**src/rtl/pse_seq_pkg.sv**
```systemverilog
package pse_seq_pkg;

  typedef enum logic [2:0] {
    PH_IDLE    = 3'd0,
    PH_DET1    = 3'd1,
    PH_DET2    = 3'd2,
    PH_CLASS   = 3'd3,
    PH_START   = 3'd4,
    PH_POWER   = 3'd5,
    PH_BACKOFF = 3'd6
  } phase_e;

  localparam logic [2:0] VERDICT_PASS = 3'b100;

  // strobes from control to datapath
  typedef struct packed {
    logic timerClr;
    logic latchVerdict;
    logic clrDetEn;
    logic clrClassEn;
  } seq_strobe_t;

  function automatic logic modeIsManual(input logic [1:0] m);
    return (m == 2'd0) || (m == 2'd3);
  endfunction

  function automatic logic modeIsSemi(input logic [1:0] m);
    return m == 2'd1;
  endfunction

  function automatic logic modeIsAuto(input logic [1:0] m);
    return m == 2'd2;
  endfunction

endpackage

```
**src/rtl/pse_seq_dp.sv**
```systemverilog
module pse_seq_dp
  import pse_seq_pkg::*;
#(
  parameter int PRESCALE    = 1000,
  parameter int SYNC_STAGES = 2,
  parameter int CNT_W       = 8
) (
  input  logic             clk,
  input  logic             rstN,
  input  seq_strobe_t      strobe,
  input  logic [1:0]       modeSel,
  input  logic             detEnSet,
  input  logic             classEnSet,
  input  logic [2:0]       detVerdictIn,
  input  logic             classDoneIn,
  input  logic             pwrGoodIn,
  input  logic             dcDiscIn,
  output logic             tick,
  output logic [CNT_W-1:0] tickCnt,
  output logic [2:0]       verdictS,
  output logic             classDoneS,
  output logic             pwrGoodS,
  output logic             dcDiscS,
  output logic [2:0]       detResult,
  output logic             detEn,
  output logic             classEn
);

  localparam int PS_W = (PRESCALE > 1) ? $clog2(PRESCALE) : 1;
  localparam int SW   = 6;

  // input synchroniser chain
  logic [SW-1:0] rawIn;
  logic [SYNC_STAGES-1:0][SW-1:0] syncQ;
  assign rawIn = {detVerdictIn, classDoneIn, pwrGoodIn, dcDiscIn};

  for (genvar s = 0; s < SYNC_STAGES; s++) begin : g_sync
    if (s == 0) begin : g_first
      always_ff @(posedge clk) begin
        if (!rstN) syncQ[s] <= '0;
        else       syncQ[s] <= rawIn;
      end
    end else begin : g_next
      always_ff @(posedge clk) begin
        if (!rstN) syncQ[s] <= '0;
        else       syncQ[s] <= syncQ[s-1];
      end
    end
  end

  assign {verdictS, classDoneS, pwrGoodS, dcDiscS} = syncQ[SYNC_STAGES-1];

  // tick prescaler
  logic [PS_W-1:0] psCnt;
  assign tick = (psCnt == PS_W'(PRESCALE - 1));

  always_ff @(posedge clk) begin
    if (!rstN || tick) psCnt <= '0;
    else               psCnt <= psCnt + 1'b1;
  end

  // phase timer in ticks, saturating
  always_ff @(posedge clk) begin
    if (!rstN || strobe.timerClr) tickCnt <= '0;
    else if (tick && (tickCnt != '1)) tickCnt <= tickCnt + 1'b1;
  end

  always_ff @(posedge clk) begin
    if (!rstN)                    detResult <= '0;
    else if (strobe.latchVerdict) detResult <= verdictS;
  end

  // enable bits with mode-entry rules
  logic [1:0] modePrev;
  logic enterAuto, enterManual;
  assign enterAuto   = modeIsAuto(modeSel) && !modeIsAuto(modePrev);
  assign enterManual = modeIsManual(modeSel) && !modeIsManual(modePrev);

  always_ff @(posedge clk) begin
    if (!rstN) begin
      modePrev <= 2'd0;
      detEn    <= 1'b0;
      classEn  <= 1'b0;
    end else begin
      modePrev <= modeSel;
      if (enterAuto)             detEn <= 1'b1;
      else if (enterManual)      detEn <= 1'b0;
      else if (strobe.clrDetEn)  detEn <= 1'b0;
      else if (detEnSet)         detEn <= 1'b1;
      if (enterAuto)              classEn <= 1'b1;
      else if (enterManual)       classEn <= 1'b0;
      else if (strobe.clrClassEn) classEn <= 1'b0;
      else if (classEnSet)        classEn <= 1'b1;
    end
  end

endmodule

```
**src/rtl/pse_seq_ctrl.sv**
```systemverilog
module pse_seq_ctrl
  import pse_seq_pkg::*;
#(
  parameter int DET_TICKS     = 80,
  parameter int CLASS_TICKS   = 22,
  parameter int PGOOD_TICKS   = 60,
  parameter int BACKOFF_TICKS = 150,
  parameter int CNT_W         = 8
) (
  input  logic             clk,
  input  logic             rstN,
  input  logic [1:0]       modeSel,
  input  logic             backoffEn,
  input  logic             dcdEn,
  input  logic             pwrOnCmd,
  input  logic             pwrOffCmd,
  input  logic             tick,
  input  logic [CNT_W-1:0] tickCnt,
  input  logic [2:0]       verdictS,
  input  logic             classDoneS,
  input  logic             pwrGoodS,
  input  logic             dcDiscS,
  input  logic             detEn,
  input  logic             classEn,
  output seq_strobe_t      strobe,
  output phase_e           phase,
  output logic             gateEn,
  output logic             pwrEnabled,
  output logic             startFault
);

  phase_e state, nextState;

  logic detDone, classOver, pgoodOver, backoffOver;
  assign detDone     = tick && (tickCnt == CNT_W'(DET_TICKS - 1));
  assign classOver   = tick && (tickCnt == CNT_W'(CLASS_TICKS - 1));
  assign pgoodOver   = tick && (tickCnt == CNT_W'(PGOOD_TICKS - 1));
  assign backoffOver = tick && (tickCnt == CNT_W'(BACKOFF_TICKS - 1));

  logic inDet, nextInDet, powerSide;
  assign inDet     = (state == PH_DET1) || (state == PH_DET2);
  assign nextInDet = (nextState == PH_DET1) || (nextState == PH_DET2);
  assign powerSide = (state == PH_START) || (state == PH_POWER);

  always_comb begin
    nextState           = state;
    startFault          = 1'b0;
    strobe              = '0;
    unique case (state)
      PH_IDLE:    if (detEn) nextState = PH_DET1;
      PH_DET1:    if (detDone) nextState = PH_DET2;
      PH_DET2: begin
        if (detDone) begin
          strobe.latchVerdict = 1'b1;
          if (verdictS == VERDICT_PASS) nextState = classEn ? PH_CLASS : PH_IDLE;
          else                          nextState = backoffEn ? PH_BACKOFF : PH_IDLE;
        end
      end
      PH_CLASS:
        if ((tick && classDoneS) || classOver)
          nextState = modeIsAuto(modeSel) ? PH_START : PH_IDLE;
      PH_START: begin
        if (tick && pwrGoodS) nextState = PH_POWER;
        else if (pgoodOver) begin
          nextState  = PH_IDLE;
          startFault = 1'b1;
        end
      end
      PH_POWER:   if (dcdEn && dcDiscS) nextState = PH_IDLE;
      PH_BACKOFF: if (backoffOver) nextState = PH_IDLE;
      default:    nextState = PH_IDLE;
    endcase

    // command overrides: power-off beats power-on
    if (pwrOnCmd && !powerSide) begin
      nextState  = PH_START;
      startFault = 1'b0;
    end
    if (pwrOffCmd) begin
      nextState  = PH_IDLE;
      startFault = 1'b0;
    end

    // manual pushbutton clearing and semi-auto power-off clearing
    if (modeIsManual(modeSel) && inDet && !nextInDet) strobe.clrDetEn = 1'b1;
    if (modeIsManual(modeSel) && (state == PH_CLASS) && (nextState != PH_CLASS))
      strobe.clrClassEn = 1'b1;
    if (modeIsSemi(modeSel) && pwrOffCmd) begin
      strobe.clrDetEn   = 1'b1;
      strobe.clrClassEn = 1'b1;
    end
    strobe.timerClr = (nextState != state);
  end

  always_ff @(posedge clk) begin
    if (!rstN) state <= PH_IDLE;
    else       state <= nextState;
  end

  assign phase      = state;
  assign gateEn     = powerSide;
  assign pwrEnabled = (state == PH_POWER);

endmodule

```
**src/rtl/pse_port_seq.sv**
```systemverilog
module pse_port_seq
  import pse_seq_pkg::*;
#(
  parameter int PRESCALE      = 1000,
  parameter int SYNC_STAGES   = 2,
  parameter int DET_TICKS     = 80,
  parameter int CLASS_TICKS   = 22,
  parameter int PGOOD_TICKS   = 60,
  parameter int BACKOFF_TICKS = 150
) (
  input  logic       clk,
  input  logic       rstN,
  input  logic [1:0] modeSel,
  input  logic       detEnSet,
  input  logic       classEnSet,
  input  logic       backoffEn,
  input  logic       pwrOnCmd,
  input  logic       pwrOffCmd,
  input  logic       dcdEn,
  input  logic [2:0] detVerdict,
  input  logic       classDone,
  input  logic       pwrGood,
  input  logic       dcDisconnect,
  output logic       gateEn,
  output logic [2:0] phase,
  output logic [2:0] detResult,
  output logic       pwrEnabled,
  output logic       detEnBit,
  output logic       classEnBit,
  output logic       startFault
);

  localparam int MAX_A     = (DET_TICKS > CLASS_TICKS) ? DET_TICKS : CLASS_TICKS;
  localparam int MAX_B     = (PGOOD_TICKS > BACKOFF_TICKS) ? PGOOD_TICKS : BACKOFF_TICKS;
  localparam int MAX_TICKS = (MAX_A > MAX_B) ? MAX_A : MAX_B;
  localparam int CNT_W     = $clog2(MAX_TICKS + 1);

  seq_strobe_t      strobe;
  phase_e           phaseQ;
  logic             tick;
  logic [CNT_W-1:0] tickCnt;
  logic [2:0]       verdictS;
  logic             classDoneS, pwrGoodS, dcDiscS;

  pse_seq_dp #(
    .PRESCALE(PRESCALE), .SYNC_STAGES(SYNC_STAGES), .CNT_W(CNT_W)
  ) u_dp (
    .clk(clk), .rstN(rstN), .strobe(strobe), .modeSel(modeSel),
    .detEnSet(detEnSet), .classEnSet(classEnSet),
    .detVerdictIn(detVerdict), .classDoneIn(classDone),
    .pwrGoodIn(pwrGood), .dcDiscIn(dcDisconnect),
    .tick(tick), .tickCnt(tickCnt), .verdictS(verdictS),
    .classDoneS(classDoneS), .pwrGoodS(pwrGoodS), .dcDiscS(dcDiscS),
    .detResult(detResult), .detEn(detEnBit), .classEn(classEnBit)
  );

  pse_seq_ctrl #(
    .DET_TICKS(DET_TICKS), .CLASS_TICKS(CLASS_TICKS),
    .PGOOD_TICKS(PGOOD_TICKS), .BACKOFF_TICKS(BACKOFF_TICKS), .CNT_W(CNT_W)
  ) u_ctrl (
    .clk(clk), .rstN(rstN), .modeSel(modeSel), .backoffEn(backoffEn),
    .dcdEn(dcdEn), .pwrOnCmd(pwrOnCmd), .pwrOffCmd(pwrOffCmd),
    .tick(tick), .tickCnt(tickCnt), .verdictS(verdictS),
    .classDoneS(classDoneS), .pwrGoodS(pwrGoodS), .dcDiscS(dcDiscS),
    .detEn(detEnBit), .classEn(classEnBit), .strobe(strobe),
    .phase(phaseQ), .gateEn(gateEn), .pwrEnabled(pwrEnabled),
    .startFault(startFault)
  );

  assign phase = phaseQ;

endmodule

```
**config.mk**
```make
export PLATFORM = sky130hd
export DESIGN_NAME = pse_port_seq
export DESIGN_NICKNAME = d
export VERILOG_FILES = /design/src/rtl/pse_seq_pkg.sv /design/src/rtl/pse_seq_dp.sv /design/src/rtl/pse_seq_ctrl.sv /design/src/rtl/pse_port_seq.sv
export SDC_FILE = /design/constraint.sdc
export NUM_CORES = 1
export LEC_CHECK = 0
export ABC_AREA = 1
export ABC_CLOCK_PERIOD_IN_PS = 3670
export BUFFER_PORTS_ARGS = -buffer_cell sky130_fd_sc_hd__buf_4
export CELL_PAD_IN_SITES_DETAIL_PLACEMENT = 0
export CELL_PAD_IN_SITES_GLOBAL_PLACEMENT = 1
export CORE_ASPECT_RATIO = 0.6
export CORE_MARGIN = 3
export CORE_UTILIZATION = 40
export CTS_CLUSTER_SIZE = 14
export DETAILED_ROUTE_END_ITERATION = 8
export PLACE_DENSITY = 0.78
export SYNTH_ARGS = -nofsm -noshare
export SYNTH_HDL_FRONTEND = slang
export SYNTH_SLANG_ARGS = --single-unit
```
**constraint.sdc**
```tcl
create_clock -name clk -period 3.67 [get_ports clk]
set_input_delay 0.9175 -clock clk [delete_from_list [all_inputs] [get_ports clk]]
set_output_delay 0.9175 -clock clk [all_outputs]
set_load 0.03 [all_outputs]
```
# Yosys cells after proc, flatten, opt, wreduce, memory -nomap -nowiden
# Cells that the tools add are included.
# Widths: inputs -> output; s select.
# word_totals
wordCells	100
ff_bits	40
input_bits	16
output_inout_bits	11
# classes
n_mux	33
eq_ne	22
addsub	2
n_reduce_logical	34
# ops
operator	n
$mux 3	13
$pmux 3 s7	1
$mux 1	17
$logic_and 1x1->1	16
$eq 3x3->1 const B	4
$add 10x1->10 const B	1
$eq 10x10->1 const B	1
$eq 3x2->1 const B	3
$add 8x1->8 const B	1
$eq 2x2->1 const B	4
$eq 8x5->1 const B	1
$eq 8x6->1 const B	1
$eq 8x7->1 const B	1
$eq 8x8->1 const B	1
$logic_or 1x1->1	8
$ne 8x8->1 const B	1
$reduce_bool 4->1	2
$eq 3x1->1 const B	2
$logic_not 1->1	5
$logic_not 2->1	2
$mux 2	2
$logic_not 3->1	1
$ne 3x2->1 const B	1
$ne 3x3->1	1
$eq 2x1->1 const B	1

# Longest topological paths before layout
# logic_depth
ltp_word	16
depth_mapped	17
ltp_nobuf	17

# Modules after synthesis
# Synthesis repeated with hierarchy kept, for this count alone.
# unflattened
cells_unflattened	363
hier_area_um2	2336.0
# modules_own_cells
mod	area_per_inst_um2	seq_area_each_um2	cells_per_inst	instances
pse_seq_dp	1616.6	740.7	218	1
pse_seq_ctrl	719.4	60.1	145	1

# Worst setup path before layout
# OpenSTA, ideal clock, no wires.
# synth_path
path_kind	input to output
start	input port pwrOffCmd
end	output port startFault
t_required_ns	2.753
arrival_time_ns	1.915
stages	1
path_slack_ns	0.837
path_buffers	0
path_cell_list	nor4_1
# synth_via
elab_chain_cells	1
# synth_lines
element	line_no	rtl
from (decl)	pse_port_seq.sv:18	input logic pwrOffCmd,
$mux 1	pse_seq_ctrl.sv:79	if (pwrOffCmd) begin
to (decl)	pse_port_seq.sv:30	output logic startFault
# No other way between the ends.

# Worst setup path in the final report
# layout_path
start	register u_dp.psCnt[0]
end	output port startFault
# layout_via
elab_chain_cells	7
word_cells_on_any_way	8
cone_classes	eq/ne: 1; mux: 5; reduce/logical: 2
# layout_lines
element	line_no	rtl
from (decl)	pse_seq_dp.sv:54	logic [PS_W-1:0] psCnt;
from (signal assigned)	pse_seq_dp.sv:59	else psCnt <= psCnt + 1'b1;
$eq 10x10->1 *	pse_seq_dp.sv:55	assign tick = (psCnt == PS_W'(PRESCALE - 1));
$logic_and 1x1->1	pse_seq_ctrl.sv:37	assign pgoodOver = tick && (tickCnt == CNT_W'(PGOOD_TICKS - 1));
$mux 1	pse_seq_ctrl.sv:64	else if (pgoodOver) begin
$mux 1 *	pse_seq_ctrl.sv:63	if (tick && pwrGoodS) nextState = PH_POWER;
$mux 1 *	pse_seq_ctrl.sv:49	unique case (state)
$mux 1 *	pse_seq_ctrl.sv:75	if (pwrOnCmd && !powerSide) begin
$mux 1 *	pse_seq_ctrl.sv:79	
# Mark *: on every way between the ends. The rest lies on a longest branch, timed or not.

==> run_results.csv <==
group,metric,value,unit
global_route,first_global_vias,1541,
global_route,grt_usage,15.8,%
global_route,antenna_found_initial,0,
cts,clock_latency,290,ps
place,portBuffers,26,
timing,fin_crit,2760,ps
hold_path,holdCritStartpoint,"u_dp.syncQ[5]",
global_route,grt.overflow.total,0,
place,dp_hpwl,3450,um
floorplanning,io_pins,27,
drt,drc,0,
setup_path,critPathArrivalTime,1850,ps
power,ir_drop,0.000171,V
synth,synth_cell_types,29,
synth,synth_nets,313,
timing,grt_setup_unrepaired,"no",
setup_path,critPathMaxFanout,10,
power,p_leak,1.13,nW
timing,final-setup-viol-count,0,
setup_path,cp-end-kind,"output pin",
synth,avgSynthCellArea,6.90,sq um
setup_path,path_cells,"ha_1 > nand2_1 > inv_1 > nand2_1 > nor2_4 > inv_1 > nor4_1 > buf_4",
run,maxCapViolations,0,
cts,cts_made_buffers,5,
global_route,grt_pass1_wl,7360,um
floorplanning,fp-row-count,19,
floorplanning,core_area,0.00471,sq mm
outcome,status,"completed",
timing,worst_pin_slew,544,ps
hold_path,worstHoldPathType,"reg2reg",
drt,drt.antenna.violating_nets,0,
timing,hold_viol_final,0,
synth,synth_warnings,0,
cells_and_area,area_growth_syn_to_layout,17.9,%
cts,tritoncts,"built",
setup_path,crit_slowest_cell,"dfxtp_1",
setup_path,worstReg2RegStart,"u_dp.psCnt[0]",
cts,htree_levels,2,
setup_path,critPathKind,"reg2out",
hold_path,holdPathStages,2,
drt,routedWlPerCell,11.7,um
setup_path,cp_num_buf_inv,3,
cells_and_area,drive_above_1_share,14.3,%
cts,cts_setup_buffers,0,
cts,clock_sinks,40,
setup_path,reg2regPathDepth,16,
timing,fmax,362,MHz
cells_and_area,final_util,50.3,%
drt,drtIter0Drc,114,
drt,vias,1753,
drt,vias_per_cell,4.55,
cells_and_area,final_nets,343,
timing,fin_crit_sh,75.3,%
setup_path,start_kind,"flip-flop",
place,routabilityCongestion,0.825,
floorplanning,die_w,97.4,um
floorplanning,die_h,60.9,um
timing,finalClockSkew,5.87,ps
drt,drt-pass1-iter-count,4,
synth,ys_seq_elements,40,
cells_and_area,final_cell_mix,"64 x nand2_1, 57 x inv_1, 43 x nor2_1",
synth,syn_area,0.00201,sq mm
cts,path_clk_slew,80,ps
setup_path,critical_path.top_delay_family,"simple AND/OR/NAND/NOR gates",
drt,finalWirelength,4510,um
floorplanning,fp.dieArea,0.00593,sq mm
floorplanning,start_util,42.6,%
timing,final_max_slew_viol_count,0,
cts,postCtsHoldBufs,0,
cts,cts_buffer_depth,2,
cells_and_area,layout_commonest_cell,"nand2_1",
timing,fin_tns_setup,0,ps
setup_path,reg2reg_to,"u_dp.tickCnt[5]",
synth,synth-seq-area-share,39.9,%
synth,synthCells,291,
setup_path,slowest_delay,360,ps
setup_path,reg2reg_slack,1540,ps
cells_and_area,diodes,0,
global_route,grt_max_degree,21,
power,power_density,356,mW/mm^2
power,total_power,843,uW
setup_path,cp.required,2750,ps
timing,maxSlewHeadroom,63.4,%
hold_path,min_to,"u_dp.verdictS[2]",
cts,cts.repair.resized,0,
cts,root_buffer,"clkbuf_8",
==> worst max path at each step <==
stage	start	slack, ps	endpoint	cells past startpoint
final	u_dp.psCnt[0]	910	startFault	8
after global routing	u_dp.psCnt[0]	770	startFault	8
after CTS	u_dp.psCnt[0]	890	startFault	8
after detailed placement	u_dp.psCnt[0]	1220	startFault	8
after global placement	pwrOffCmd	1240	startFault	3
after floorplan	pwrOffCmd	840	startFault	1
==> final cells by class <==
class | instances | area (sq um)
clock inverters | 2 | 15.0
fillers | 496 | 2340
flip-flops and latches | 40 | 801
repair buffers | 26 | 195
clock buffers | 6 | 82.6
inverters | 57 | 214
multi-input cells | 191 | 980
well taps | 63 | 78.8
==> cell usage after synthesis <==
cell type | count | area share [%]
a21oi_1 | 9 | 2.2
and2_1 | 1 | 0.31
and3_2 | 1 | 0.37
buf_2 | 1 | 0.25
clkbuf_1 | 2 | 0.37
dfxtp_1 | 40 | 40
ha_1 | 6 | 3.7
inv_1 | 57 | 11
mux2_2 | 1 | 0.56
nand2_1 | 64 | 12
nand2_2 | 2 | 0.62
nand3_1 | 26 | 6.5
nand3_2 | 1 | 0.50
nand3b_1 | 1 | 0.37
nand4_1 | 3 | 0.94
nand4_4 | 1 | 1.1
nor2_1 | 43 | 8.0
nor2_2 | 1 | 0.31
nor2_4 | 1 | 0.56
nor3_1 | 9 | 2.2
nor3b_1 | 1 | 0.37
nor4_1 | 3 | 0.94
nor4_2 | 1 | 0.62
o21a_1 | 1 | 0.37
o21ai_0 | 4 | 1.0
o311a_2 | 1 | 0.56
or2_2 | 1 | 0.31
xor2_1 | 8 | 3.5
xor2_2 | 1 | 0.81
==> metrics by stage <==
step	hold slack, ps	instance area, sq um	cells	setup slack, ps
3_3_place_gp	395	2270	377	1240
5_1_grt	428	2370	385	766
4_1_cts	417	2370	385	894
2_1_floorplan	390	2010	291	837
6_report	416	2370	385	906
3_5_place_dp	397	2270	377	1220
==> report_power, final <==
| part | switching, mW | total, mW | internal, mW |
|---|---|---|---|
| Sequential | 0.00787 | 0.455 | 0.447 |
| Clock | 0.158 | 0.310 | 0.152 |
| Combinational | 0.0458 | 0.0782 | 0.0324 |
==> state kept, by name (all words and copies together) (netlist names) <==
register	count
u_dp.modePrev	2
u_dp.psCnt	10
u_dp.tickCnt	8
u_dp.verdictS	3
u_dp.detEn	1
u_dp.dcDiscS	1
u_ctrl.phase	3
u_dp.pwrGoodS	1
u_dp.syncQ	6
u_dp.classEn	1
u_dp.detResult	3
u_dp.classDoneS	1
==> kinds of logic (layout without fill, tap and decap cells) <==
family | count (synthesis) | after routing | synth area share, %
fa+ha+maj | 6 | 6 | 3.74
flops | 40 | 40 | 39.9
mux | 1 | 1 | 0.561
compound gates | 15 | 15 | 4.18
simple gates | 160 | 160 | 36.0
buf+inv | 60 | 91 | 11.3
xor+xnor | 9 | 9 | 4.30
==> tightest hold or removal path, stage by stage, from the launching register on <==
cell	delay, ps
dfxtp_1	310
nand2_1	40
inv_1	40
==> routing by layer <==
layer / share of wire (%) / GRT usage [%] / up-vias
met5: 0 / 0 / -
met3: 7.4 / 4.36 / 2
met1: 58 / 25.2 / 746
met4: 0.47 / 4.14 / 0
met2: 34 / 20.2 / 49
li1: - / - / 956
No activity file was read; power rests on OpenSTA's default activity.
